`src/rtl/issue_slot_pkg.sv`:
```
package issue_slot_pkg;

    localparam int CLS_W = 4;
    localparam int NSLOT = 2;

    typedef enum logic [CLS_W-1:0] {
        C_MULTI  = 4'd0,
        C_LOAD   = 4'd1,
        C_ISTORE = 4'd2,
        C_STCOND = 4'd3,
        C_FSTORE = 4'd4,
        C_BARR   = 4'd5,
        C_BRANCH = 4'd6,
        C_JUMP   = 4'd7,
        C_PCALL  = 4'd8,
        C_FBR    = 4'd9,
        C_IADD   = 4'd10,
        C_ISHIFT = 4'd11,
        C_ICMP   = 4'd12,
        C_FPOP   = 4'd13,
        C_MISC   = 4'd14,
        C_MISC2  = 4'd15
    } iclass_e;

    typedef struct packed {
        logic bus0;
        logic bus1;
        logic flex;
        logic mem;
        logic br;
        logic alu;
        logic fpu;
        logic barrier;
    } slot_need_t;

    typedef enum logic {
        HOLD_IDLE   = 1'b0,
        HOLD_ACTIVE = 1'b1
    } hold_state_e;

endpackage

```
`src/rtl/unit_hold.sv`:
```
module unit_hold
    import issue_slot_pkg::*;
#(
    parameter int HOLD = 3
) (
    input  logic clk,
    input  logic rst,
    input  logic claim,
    output logic busy
);

    localparam int CW = (HOLD > 1) ? $clog2(HOLD) : 1;
    localparam logic [CW-1:0] LOAD_VAL = CW'(HOLD - 1);

    hold_state_e   state, state_nx;
    logic [CW-1:0] cnt, cnt_nx;

    always_comb begin
        state_nx = state;
        cnt_nx   = cnt;
        unique case (state)
            HOLD_IDLE: begin
                if (claim) begin
                    state_nx = HOLD_ACTIVE;
                    cnt_nx   = LOAD_VAL;
                end
            end
            HOLD_ACTIVE: begin
                if (cnt == '0) state_nx = HOLD_IDLE;
                else           cnt_nx   = cnt - 1'b1;
            end
        endcase
    end

    always_ff @(posedge clk) begin
        if (rst) begin
            state <= HOLD_IDLE;
            cnt   <= '0;
        end else begin
            state <= state_nx;
            cnt   <= cnt_nx;
        end
    end

    always_comb begin
        busy = (state == HOLD_ACTIVE);
    end

    // a new reservation only starts on a free unit
    p_claim_idle_r8: assert property (@(posedge clk) disable iff (rst)
        claim |-> !busy);

    // the unit becomes held only after a claim
    p_hold_after_claim_r9: assert property (@(posedge clk) disable iff (rst)
        $rose(busy) |-> $past(claim));

endmodule

```
`config.mk`:
```
export PLATFORM = sky130hd
export DESIGN_NAME = unit_hold
export DESIGN_NICKNAME = d
export VERILOG_FILES = /design/src/rtl/issue_slot_pkg.sv /design/src/rtl/unit_hold.sv
export SDC_FILE = /design/constraint.sdc
export NUM_CORES = 1
export LEC_CHECK = 0
export BUFFER_PORTS_ARGS = -buffer_cell sky130_fd_sc_hd__buf_2
export CORE_AREA = 3 3 40 42
export CTS_CLUSTER_DIAMETER = 80
export CTS_CLUSTER_SIZE = 28
export DETAILED_ROUTE_END_ITERATION = 10
export DIE_AREA = 0 0 43 45
export GPL_ROUTABILITY_DRIVEN = 0
export PLACE_DENSITY = 0.3
export SLEW_MARGIN = 20
export SYNTH_ARGS = -nofsm -noshare
export SYNTH_HDL_FRONTEND = slang
export SYNTH_SLANG_ARGS = --single-unit
```
`constraint.sdc`:
```
create_clock -name clk -period 3.7 [get_ports clk]
set_clock_uncertainty 0.1 [all_clocks]
set_input_delay 0.74 -clock clk [delete_from_list [all_inputs] [get_ports clk]]
set_output_delay 0.74 -clock clk [all_outputs]
set_load 0.005 [all_outputs]
```
[Word-level counts from Yosys, hierarchy flattened]
Cells that the tools add are included.
Storage, ports and cells
  bits of input ports: 3
  output and inout port bits: 1
  register bits: 3
  logic and storage cells: 14
Operators by class
  reduce and logical (&&, ||, !) cells: 2
  add/sub/neg operators: 1
  mux-type cells: 6
  equal/unequal tests: 2
  bitwise logic cells: 1
Operators with widths (count)
  $mux 2: 2
  $ne 2x2->1 const B: 2
  $pmux 2 s2: 1
  $logic_not 2->1: 1
  $mux 1: 2
  $pmux 1 s2: 1
  $reduce_and 2->1: 1
  $sub 2x1->2 const B: 1
  $not 1->1: 1

[Depth between registers and ports, before layout]
  word-level depth: 3
  depth in mapped cells: 4
  gate-level depth less buffers: 4

[Worst setup path before layout]
Ideal clock, no wire load.
  kind: input to register
  from: input rst
  to: register cnt[0]
  slack: 2.430 ns
  setup time: 0.059 ns
  required time: 3.541 ns
  arrival: 1.111 ns
  path buffers: 0
  stages: 2
  cells stage by stage: nor4b_1 a31o_1
RTL lines
  from (decl): line unit_hold.sv:7  | input logic rst,
  to (signal assigned): line unit_hold.sv:41  | cnt <= cnt_nx;
  to (decl): line unit_hold.sv:16  | logic [CW-1:0] cnt, cnt_nx;

[Final worst setup path]
  from: register state, in the netlist busy
  to: output busy
RTL lines
  from (decl): line unit_hold.sv:15  | hold_state_e state, state_nx;
  from (signal assigned): line unit_hold.sv:40  | state <= state_nx;
  to (decl): line unit_hold.sv:9  | output logic busy
No word-level cell between the ends.

==> impl_metrics.py <==
metrics = {
    "worst_setup_path": {
        "path_cells": "buf_2",
        "critPathBufInv": 1,
        "critical_path_class": "flip-flop to output pin",
        "crit_slowest_cell": "dfxtp_1",
        "critPathCaptureType": "output pin",
        "path_max_fanout": 5,
        "crit_family": "flip-flops",
        "crit_path_start_kind": "flip-flop",
        "cp.arrival_ns": 0.73,
        "critical_path_required_ns": 2.86,
        "cpPeakStageDelay_ns": 0.36,
    },
    "pwr": {
        "power_frac_comb": 0.117,
        "peakVddDrop_uv": 111.4,
        "seq_power_share": 0.344,
        "clkPwrFrac": 0.539,
        "powerDensity_nw_per_um2": 497.9,
        "cellLeakagePower_nw": 0.08835,
        "p_int_w": 0.00008222,
        "switchingPower_w": 0.00002369,
        "switching_share": 0.2237,
    },
    "die": {
        "die_h_um": 45,
        "initial_core_util": 0.1188,
        "core_um2": 1285,
        "placementRows": 13,
        "dieWidth_um": 43,
        "die-area_um2": 1935,
        "pin_count": 4,
    },
    "clock_tree": {
        "holdBufCountCts": 0,
        "numCtsBuffers": 3,
        "cts_max_level": 1,
        "post_cts_resized": 0,
        "cts_root_buf": "clkbuf_4",
        "cts.clk_slew.worst_paths_ns": 0.04,
        "cts_tree": "built",
        "cts.path.max_buffers": 2,
        "postCtsSetupBuffers": 0,
        "cts_sinks": 3,
        "insertion_delay_ns": 0.23,
    },
    "cells_and_area": {
        "nNetsFinal": 26,
        "num_antenna_cells": 0,
        "seqCellArea_um2": 60.06,
        "final_area_um2": 212.7,
        "drive_gt1_frac": 0.3810,
        "multi_input_area_um2": 85.08,
        "fillers": 146,
        "syn_to_final_growth_pct": 39.34,
    },
    "logic_synthesis": {
        "ys_types": 11,
        "syn-num-nets": 18,
        "ys_seq_elements": 3,
        "yosysTopAreaCell": "dfxtp_1",
        "netlist_top_cells_area": "dfxtp_1 39%, a311oi_2 9.8%, nand2b_4 9.0%",
        "syn_area_um2": 152.6,
        "synth.avg_cell_area_um2": 10.90,
        "ys_warn_count": 0,
        "yosysSeqAreaShare": 0.3934,
        "syn_inst": 14,
        "yosysTopAreaCellShare": 0.3934,
    },
    "grt": {
        "grt_pass1_wl_um": 420,
        "grt_usage": 0.03325,
        "grt_pass1_vias": 117,
        "antenna_found_initial": 0,
        "overflow": 0,
        "grt_max_degree": 6,
    },
    "run_status": {
        "status": "finished, final reports clean",
    },
    "timing": {
        "post-route-min-period_ns": 1.570,
        "setup_tns_ns": 0,
        "rsz0062_at_grt": "false",
        "setup_viol_count_final": 0,
        "finalHoldViolCount": 0,
        "worstMarginPinSlew_ns": 0.2520,
        "finalCritPeriodShare": 0.4244,
        "fmax_mhz": 636.8,
        "relSlewSlack": 0.8296,
        "slew_viol_final": 0,
    },
    "route": {
        "drc": 0,
        "via_count": 118,
        "drtPass1Iterations": 1,
        "wire_per_inst_um": 7.528,
        "drtAntennaViolNets": 0,
        "wl_um": 271,
        "drt_iter0_markers": 0,
        "viasPerCell": 3.278,
    },
    "flow_run": {
        "drv_cap": 0,
    },
    "placed_design": {
        "dp_hpwl_um": 207.6,
        "placed_cell_area_um2": 186.4,
        "port-buffer-count": 3,
    },
    "min_path": {
        "hold_path_class": "flip-flop to flip-flop",
    },
}
[metrics by stage]
stage	std cells	worst slack (ns)	hold slack, ns	total power (W)	utilization
6_report	36	2.130	0.3976	0.0001059	0.1655
2_1_floorplan	14	2.430	0.3658	0.00004532	-
3_3_place_gp	32	2.249	0.4098	0.00005005	0.1451
5_1_grt	36	2.085	0.4317	0.0001131	0.1655
3_5_place_dp	32	2.251	0.3940	0.00004956	0.1451
4_1_cts	36	2.115	0.4021	0.0001094	0.1655
[layer usage]
layer,vias up,GRT usage,part of all wire
met4,0,0.05422,0
met2,4,0.02994,0.39
li1,63,-,-
met1,51,0.04077,0.46
met5,-,0,0
met3,0,0.01594,0.15
[state kept, by name (all words and copies together) (netlist names)]
register / count
busy: 1
cnt: 2
[cell families after synthesis]
kind of cell | after synthesis | share of synthesized area
AO/OA/AOI/OAI | 3 | 0.1885
adder cells (fa/ha/maj) | 1 | 0.08195
buffers and inverters | 2 | 0.04920
flip-flops | 3 | 0.3935
AND/OR/NAND/NOR | 5 | 0.2869
[synth_stat cells]
cell type,count
nand2b_1,1
a21oi_1,1
nand2b_4,1
dfxtp_1,3
nor2b_1,1
a311oi_2,1
nor4b_1,1
ha_1,1
inv_1,2
a31o_1,1
and3b_1,1
[cell type report]
type | count | area share
inverters | 2 | 0.03529
repair buffers | 3 | 0.07059
clock buffers | 4 | 0.1235
multi-input cells | 9 | 0.4000
flip-flops and latches | 3 | 0.2824
well taps | 15 | 0.08824
[power groups by stage]
| stage | Clock, W | Combinational, W | Sequential [W] |
|---|---|---|---|
| global route | 0.0000622 | 0.0000141 | 0.0000368 |
| floorplan | 0 | 0.00000852 | 0.0000368 |
| CTS | 0.0000603 | 0.0000127 | 0.0000364 |
| global placement | 0 | 0.0000129 | 0.0000371 |
| finish | 0.0000571 | 0.0000124 | 0.0000365 |
| detailed placement | 0 | 0.0000126 | 0.0000369 |
[final timing paths]
kind	from	to	slack, ns	cells past startpoint
min	cnt[1]	cnt[1]	0.40	2
max reg2reg	cnt[0]	cnt[1]	2.44	4
max	busy	busy	2.13	1
min reg2reg	cnt[1]	cnt[1]	0.40	2
[worst min-delay path: stages, from the launching register on]
cell      delay, ns
dfxtp_1        0.29
inv_1          0.07
a311oi_2       0.09
[cell usage in the layout, fill, tap and decap left out]
cell / instances
ha_1: 1
nand2b_4: 1
inv_1: 2
dfxtp_1: 3
a31o_1: 1
nor2b_1: 1
a311oi_2: 1
clkbuf_1: 1
nor4b_1: 1
buf_2: 3
nand2b_1: 1
and3b_1: 1
a21oi_1: 1
clkbuf_4: 3
(Power assumes the default switching activity.)
